<file path="src/rtl/hiccup_pkg.sv">
package hiccup_pkg;

  typedef enum logic [1:0] {
    ST_IDLE     = 2'd0,
    ST_FIRST_ON = 2'd1,
    ST_OFF      = 2'd2,
    ST_RETRY_ON = 2'd3
  } guard_state_e;

  // control -> datapath strobes
  typedef struct packed {
    logic cntClear;
    logic dirtyClear;
    logic flagSet;
    logic flagClear;
    logic flagFollow;
  } guard_strobe_t;

  // datapath -> control status
  typedef struct packed {
    logic onDone;
    logic offDone;
    logic sawOverload;
  } guard_status_t;

endpackage

</file>
<file path="src/rtl/hiccup_dp.sv">
module hiccup_dp
  import hiccup_pkg::*;
#(
  parameter int ON_TICKS  = 90,
  parameter int OFF_RATIO = 10
) (
  input  logic          clk,
  input  logic          rstN,
  input  logic          tick,
  input  logic          overload,
  input  guard_strobe_t strobe,
  output guard_status_t status,
  output logic          overloadFlag
);

  localparam int OFF_TICKS = ON_TICKS * OFF_RATIO;
  localparam int CNT_W     = $clog2(OFF_TICKS + 1);
  localparam logic [CNT_W-1:0] ON_LAST  = CNT_W'(ON_TICKS - 1);
  localparam logic [CNT_W-1:0] OFF_LAST = CNT_W'(OFF_TICKS - 1);

  logic [CNT_W-1:0] tickCnt;
  logic             dirtyQ;
  logic             flagQ;

  always_ff @(posedge clk or negedge rstN) begin
    if (!rstN) begin
      tickCnt <= '0;
    end else if (strobe.cntClear) begin
      tickCnt <= '0;
    end else if (tick) begin
      tickCnt <= tickCnt + 1'b1;
    end
  end

  always_ff @(posedge clk or negedge rstN) begin
    if (!rstN) begin
      dirtyQ <= 1'b0;
    end else if (strobe.dirtyClear) begin
      dirtyQ <= 1'b0;
    end else if (overload) begin
      dirtyQ <= 1'b1;
    end
  end

  always_ff @(posedge clk or negedge rstN) begin
    if (!rstN) begin
      flagQ <= 1'b0;
    end else if (strobe.flagFollow) begin
      flagQ <= overload;
    end else if (strobe.flagSet) begin
      flagQ <= 1'b1;
    end else if (strobe.flagClear) begin
      flagQ <= 1'b0;
    end
  end

  always_comb begin
    status.onDone      = tick && (tickCnt == ON_LAST);
    status.offDone     = tick && (tickCnt == OFF_LAST);
    status.sawOverload = dirtyQ || overload;
  end

  assign overloadFlag = flagQ;

endmodule

</file>
<file path="src/rtl/hiccup_ctrl.sv">
module hiccup_ctrl
  import hiccup_pkg::*;
(
  input  logic          clk,
  input  logic          rstN,
  input  logic          overload,
  input  logic          staticMode,
  input  guard_status_t status,
  output guard_strobe_t strobe,
  output logic          stageEnable
);

  guard_state_e state, nextState;

  always_ff @(posedge clk or negedge rstN) begin
    if (!rstN) begin
      state <= ST_IDLE;
    end else begin
      state <= nextState;
    end
  end

  always_comb begin
    nextState = state;
    strobe    = '0;
    if (staticMode) begin
      nextState         = ST_IDLE;
      strobe.cntClear   = 1'b1;
      strobe.dirtyClear = 1'b1;
      strobe.flagFollow = 1'b1;
    end else begin
      unique case (state)
        ST_IDLE: begin
          strobe.cntClear   = 1'b1;
          strobe.dirtyClear = 1'b1;
          strobe.flagClear  = 1'b1;
          if (overload) nextState = ST_FIRST_ON;
        end
        ST_FIRST_ON: begin
          if (status.onDone) begin
            nextState       = ST_OFF;
            strobe.cntClear = 1'b1;
            strobe.flagSet  = 1'b1;
          end
        end
        ST_OFF: begin
          if (status.offDone) begin
            nextState         = ST_RETRY_ON;
            strobe.cntClear   = 1'b1;
            strobe.dirtyClear = 1'b1;
          end
        end
        ST_RETRY_ON: begin
          if (status.onDone) begin
            strobe.cntClear = 1'b1;
            if (status.sawOverload) begin
              nextState      = ST_OFF;
              strobe.flagSet = 1'b1;
            end else begin
              nextState        = ST_IDLE;
              strobe.flagClear = 1'b1;
            end
          end
        end
        default: nextState = ST_IDLE;
      endcase
    end
  end

  assign stageEnable = staticMode || (state != ST_OFF);

endmodule

</file>
<file path="src/rtl/hiccup_guard.sv">
module hiccup_guard
  import hiccup_pkg::*;
#(
  parameter int ON_TICKS  = 90,
  parameter int OFF_RATIO = 10
) (
  input  logic clk,
  input  logic rstN,
  input  logic tick,
  input  logic overload,
  input  logic staticMode,
  output logic stageEnable,
  output logic overloadFlag
);

  guard_strobe_t strobe;
  guard_status_t status;

  hiccup_ctrl u_ctrl (
    .clk        (clk),
    .rstN       (rstN),
    .overload   (overload),
    .staticMode (staticMode),
    .status     (status),
    .strobe     (strobe),
    .stageEnable(stageEnable)
  );

  hiccup_dp #(
    .ON_TICKS (ON_TICKS),
    .OFF_RATIO(OFF_RATIO)
  ) u_dp (
    .clk         (clk),
    .rstN        (rstN),
    .tick        (tick),
    .overload    (overload),
    .strobe      (strobe),
    .status      (status),
    .overloadFlag(overloadFlag)
  );

endmodule

</file>
<file path="config.mk">
export PLATFORM = sky130hd
export DESIGN_NAME = hiccup_guard
export DESIGN_NICKNAME = d
export VERILOG_FILES = /design/src/rtl/hiccup_pkg.sv /design/src/rtl/hiccup_dp.sv /design/src/rtl/hiccup_ctrl.sv /design/src/rtl/hiccup_guard.sv
export SDC_FILE = /design/constraint.sdc
export NUM_CORES = 1
export LEC_CHECK = 0
export BUFFER_PORTS_ARGS = -buffer_cell sky130_fd_sc_hd__buf_4
export CAP_MARGIN = 20
export CELL_PAD_IN_SITES_DETAIL_PLACEMENT = 0
export CELL_PAD_IN_SITES_GLOBAL_PLACEMENT = 1
export CORE_MARGIN = 5
export CORE_UTILIZATION = 43
export CTS_BUF_LIST = sky130_fd_sc_hd__clkbuf_4
export CTS_CLUSTER_SIZE = 16
export DETAILED_ROUTE_END_ITERATION = 7
export GPL_TIMING_DRIVEN = 0
export PLACE_DENSITY_LB_ADDON = 0.1
export SLEW_MARGIN = 20
export SYNTH_ARGS = -nofsm -noshare
export SYNTH_HDL_FRONTEND = slang
export SYNTH_HIERARCHICAL = 1
export SYNTH_SLANG_ARGS = --single-unit
</file>
<file path="constraint.sdc">
create_clock -name clk -period 2.3 [get_ports clk]
set_input_delay 0.46 -clock clk [delete_from_list [all_inputs] [get_ports clk]]
set_output_delay 0.46 -clock clk [all_outputs]
set_load 0.05 [all_outputs]
</file>
After elaboration in Yosys (flattened, before gate mapping)

Index checks and enable logic that the tools add are counted.

Add/sub/neg operators: 1
Eq/ne operators: 10
Mux-type cells: 26
Reductions and logical operators: 10

Operators with widths:

| operator                                        | count |
|---|---|
| two-way mux 10 bit                              | 2 |
| two-way mux 2 bit                               | 10 |
| != test 3 bit (second input constant)           | 4 |
| adder 10 x 1 -> 10 bit (second input constant)  | 1 |
| == test 10 bit (second input constant)          | 1 |
| == test 10 x 7 -> 1 bit (second input constant) | 1 |
| two-way mux 1 bit                               | 9 |
| case mux 2 bit (4 select lines)                 | 1 |
| case mux 1 bit (2 select lines)                 | 3 |
| == test 2 bit (second input constant)           | 2 |
| AND reduction 4 bit                             | 1 |
| nonzero test 2 bit                              | 2 |
| case mux 1 bit (3 select lines)                 | 1 |
| nonzero test 3 bit                              | 1 |
| == test 2 x 1 -> 1 bit (second input constant)  | 1 |
| logical AND 1 bit                               | 2 |
| logical NOT 2 bit                               | 1 |
| logical OR 1 bit                                | 2 |
| != test 2 bit (second input constant)           | 1 |
| OR reduction 2 bit                              | 1 |

Bits in registers: 14
Input bits: 5
Output and inout bits: 2
Word-level logic and storage cells: 51

Longest topological paths before layout

Depth in word-level cells: 8
Depth in mapped cells: 9
Gate-level depth less buffers: 9

Cells and area by module

Netlist, hierarchy kept.

Modules (own cells, without submodules):

| module      | instances | cells each | area an instance (µm²) | sequential area each (µm²) |
|---|---|---|---|---|
| hiccup_dp   | 1         | 65         | 630.6                  | 300.3 |
| hiccup_ctrl | 1         | 28         | 266.5                  | 50.0 |

Worst setup path before layout

OpenSTA, ideal clock, no wires.

Path kind: register to register
Start point: register u_dp.tickCnt[8]
End point: register u_dp.tickCnt[7]
Setup time: 0.078 ns
Arrival: 2.294 ns
Required time: 2.222 ns
Slack: -0.073 ns
Cell stages (with the launch flop): 7
Path buffers: 0
Clock period less this slack: 2.373 ns
Path through: dfrtp_1 -> or4b_2 -> nor3_1 -> a21o_2 -> o21ai_0 -> or4_1 -> a21oi_1

RTL lines:

| what                     | line            | text |
|---|---|---|
| start: declaration       | hiccup_dp.sv:21 | `logic [CNT_W-1:0] tickCnt;` |
| start signal: assignment | hiccup_dp.sv:31 | `tickCnt <= tickCnt + 1'b1;` |

==> results.sh <==
export IMPL_outcome="completed"
export IMPL_synth_seq_cells=14
export IMPL_peakVddDrop_v=0.000467
export IMPL_worst_setup_path_start_kind="flip-flop"
export IMPL_syn_nets=105
export IMPL_cts_hold_buffers=0
export IMPL_grt_util_all_layers_pct=12.1
export IMPL_clock_tree_htree_level_count=1
export IMPL_p_total_uw=720
export IMPL_floorplan_initialDensity_pct=45.3
export IMPL_arrival_ps=2430
export IMPL_power_per_cell_area_nw_per_um2=688
export IMPL_fmax_ghz=0.449
export IMPL_antennaDiodeCount=0
export IMPL_crit_reg2reg_capture="u_dp/tickCnt[8]"
export IMPL_drt_pre_antenna_iters=4
export IMPL_synth_enable_flop_cells=0
export IMPL_die_width_microns=55.7
export IMPL_mappedNetlistArea_sq_um=897
export IMPL_dp_hpwl_microns=1250
export IMPL_count_of_distinct_cell_types_in_the_synthesized_netlist=34
export IMPL_synth_top_cell_area_share_pct=39.1
export IMPL_synth_area_leaders="sky130_fd_sc_hd__dfrtp_1 (39%), sky130_fd_sc_hd__ha_1 (9.8%), sky130_fd_sc_hd__a21oi_1 (3.9%), sky130_fd_sc_hd__nand4_1 (3.5%), sky130_fd_sc_hd__xor2_1 (2.9%)"
export IMPL_synthesis_area_per_instance_sq_um=9.65
export IMPL_hold_violations=0
export IMPL_timing_setup_critical_path_class="reg -> reg"
export IMPL_fp_coreArea_sq_um=1980
export IMPL_timing_clock_skew_ps=5.58
export IMPL_grt_pass1_wl_microns=3110
export IMPL_finalWeightedCongestion=0.724
export IMPL_grt_max_degree=15
export IMPL_globalRouteMet2Util_pct=22.0
export IMPL_vias=715
export IMPL_power_leakage_uw=0.000438
export IMPL_clock_tree_root_cell="sky130_fd_sc_hd__clkbuf_4"
export IMPL_worstSetupEndpointType="flip-flop"
export IMPL_io_pins=7
export IMPL_area_delta_synth_final_pct=16.6
export IMPL_die_y_microns=55.7
export IMPL_cts_tree="built"
export IMPL_design_die_area_sq_um=3100
export IMPL_r2r_start="u_dp/tickCnt[8]"
export IMPL_met1_usage_grt_pct=14.0
export IMPL_number_of_global_route_vias_before_repair=732
export IMPL_clkSlewWorstSetupHoldPaths_ps=90
export IMPL_worst_slack_ps=73.5
export IMPL_drt_initial_drc_count=7
export IMPL_place_port_buffers=5
export IMPL_nets=118
export IMPL_fin_crit_sh_pct=96.8
export IMPL_worstSkewPairLatency_ps=270
export IMPL_placement_setup_worst_slack_ps=-225
export IMPL_share_of_post_route_cells_with_drive_strength_above_1_pct=22.9
export IMPL_cts_max_path_buffers=2
export IMPL_synthesis_instances=93
export IMPL_seq_area_frac_synth_pct=39.1
export IMPL_setup_violations_final=0
export IMPL_routed_via_density=5.42
export IMPL_postRouteAntennaNets=0
export IMPL_cts_buffers=3
export IMPL_finalWorstPathRequiredPeriod_ps=2230
export IMPL_drc=0
export IMPL_synth_top_area_cell="sky130_fd_sc_hd__dfrtp_1"
export IMPL_slew_limit_headroom_pct=69.0
export IMPL_grt_remaining_overflow=0
export IMPL_async_reset_ff_share_pct=100
export IMPL_clkSinkCount=14
export IMPL_maxSlewViolCount=0
export IMPL_yosys_warnings=6
export IMPL_reg2regPathDepth=6
export IMPL_floorplan_rows=16
export IMPL_antenna_found_initial=0
export IMPL_groute_layer_met3_usage_pct=2.32
export IMPL_setup_reg_to_reg_worst_slack_ps=70
export IMPL_busiest_layer="met2"
export IMPL_yosys_most_used_dff="sky130_fd_sc_hd__dfrtp_1"
export IMPL_hold_path_class="in -> async"
export IMPL_max_slew_worst_pin_slew_ps=465
export IMPL_max_cap_viol_count=0
export IMPL_postRouteWirelength_microns=1730
export IMPL_critical_path_required_ps=2500
export IMPL_timing_critical_path_fanout_max=6
export IMPL_wl_per_cell_microns=13.1
critical path: stages (launching register included):
cell and delay (ps):
sky130_fd_sc_hd__dfrtp_1 390, sky130_fd_sc_hd__or4b_2 710, sky130_fd_sc_hd__nor3_4 140, sky130_fd_sc_hd__a21o_2 160
sky130_fd_sc_hd__o21ai_2 100, sky130_fd_sc_hd__or4_4 500, sky130_fd_sc_hd__a21oi_2 150
registers in the layout (all words and copies together), names as in the netlist:
signal,flops
u_dp/tickCnt,10
u_ctrl/state,2
u_dp/overloadFlag,1
u_dp/dirtyQ,1
area by class of cell:
type                       instances  area, sq um
buffer                             3         16.3
clock buffer                       3         22.5
clock inverter                     1         3.75
fill                             192          936
inverter                           5         18.8
multi-input combinational         71          541
sequential                        14          350
tap                               27         33.8
timing repair buffer               8         60.1
placed cells by master, fill, tap and decap left out, drive strengths merged, types with 2 or more instances in the layout:
master	instances
o31ai	3
buf	10
nand4	6
a211oi	2
or4	3
inv	5
nor2	6
dfrtp	14
ha	7
a21oi	7
or3	2
nand2	6
clkbuf	4
nand2b	4
xor2	3
o21ai	4
nor3	2
a31oi	2
worst max-delay path by stage:
stage | startpoint | to | slack (ps) | depth (start not counted)
6_report | u_dp/tickCnt[8] | u_dp/tickCnt[8] | 70 | 6
5_1_grt | u_dp/tickCnt[8] | u_dp/tickCnt[8] | -10 | 6
4_1_cts | u_dp/tickCnt[8] | u_dp/tickCnt[8] | 4 | 6
3_5_place_dp | u_dp/tickCnt[8] | u_dp/tickCnt[9] | -230 | 6
3_3_place_gp | u_dp/tickCnt[8] | u_dp/tickCnt[7] | -190 | 6
2_1_floorplan | u_dp/tickCnt[8] | u_dp/tickCnt[7] | 3 | 6
through the flow:
step           utilization, %  hold WS (ps)  instances  setup TNS, ps  area (sq um)
2_1_floorplan               -           164         93              0           902
3_3_place_gp             49.1           318        125           -541           973
3_5_place_dp             49.1           323        125           -652           973
4_1_cts                  52.2          13.7        132              0          1030
5_1_grt                  52.8          15.7        132          -25.0          1050
6_report                 52.8          16.5        132              0          1050
logic make-up after synthesis:
logic type | Yosys count | share of synthesized area, %
adder cells (fa/ha/maj) | 7 | 9.76
AND/OR/NAND/NOR | 37 | 25.0
AO/OA/AOI/OAI | 23 | 18.4
flip-flops | 14 | 39.1
buffers and inverters | 8 | 3.90
XOR/XNOR | 4 | 3.91
synth_stat cells (2+ instances only):
cell type and n:
sky130_fd_sc_hd__dfrtp_1 14, sky130_fd_sc_hd__a21oi_1 7, sky130_fd_sc_hd__ha_1 7, sky130_fd_sc_hd__nand2_1 6, sky130_fd_sc_hd__nor2_1 6, sky130_fd_sc_hd__inv_1 5
sky130_fd_sc_hd__nand4_1 5, sky130_fd_sc_hd__nand2b_1 4, sky130_fd_sc_hd__o21ai_0 4, sky130_fd_sc_hd__o31ai_1 3, sky130_fd_sc_hd__or4_1 3, sky130_fd_sc_hd__xor2_1 3
sky130_fd_sc_hd__a211oi_1 2, sky130_fd_sc_hd__a31oi_1 2, sky130_fd_sc_hd__nor3_1 2, sky130_fd_sc_hd__or3_1 2
where the power goes:
group | switching [uW] | total (uW) | leakage, uW | internal (uW)
clock network | 77.2 | 140 | 0.0000154 | 62.7
registers | 30.7 | 302 | 0.000192 | 271
logic | 167 | 278 | 0.000231 | 111
repair_timing:
item / 4_1_cts / 5_1_grt
gates resized for setup: 3 / 3
pin swaps: 1 / 0
setup buffers: 3 / 0
endpoints found under the setup margin: 3 / 3
cloned: 0 / 0
metal layers:
| metal | vias up | wire (microns) |
|---|---|---|
| li1 | 368 | - |
| met1 | 341 | 799 |
| met2 | 4 | 882 |
| met3 | 2 | 38 |
| met4 | 0 | 12 |
| met5 | - | 0 |
(Power assumes the default switching activity.)
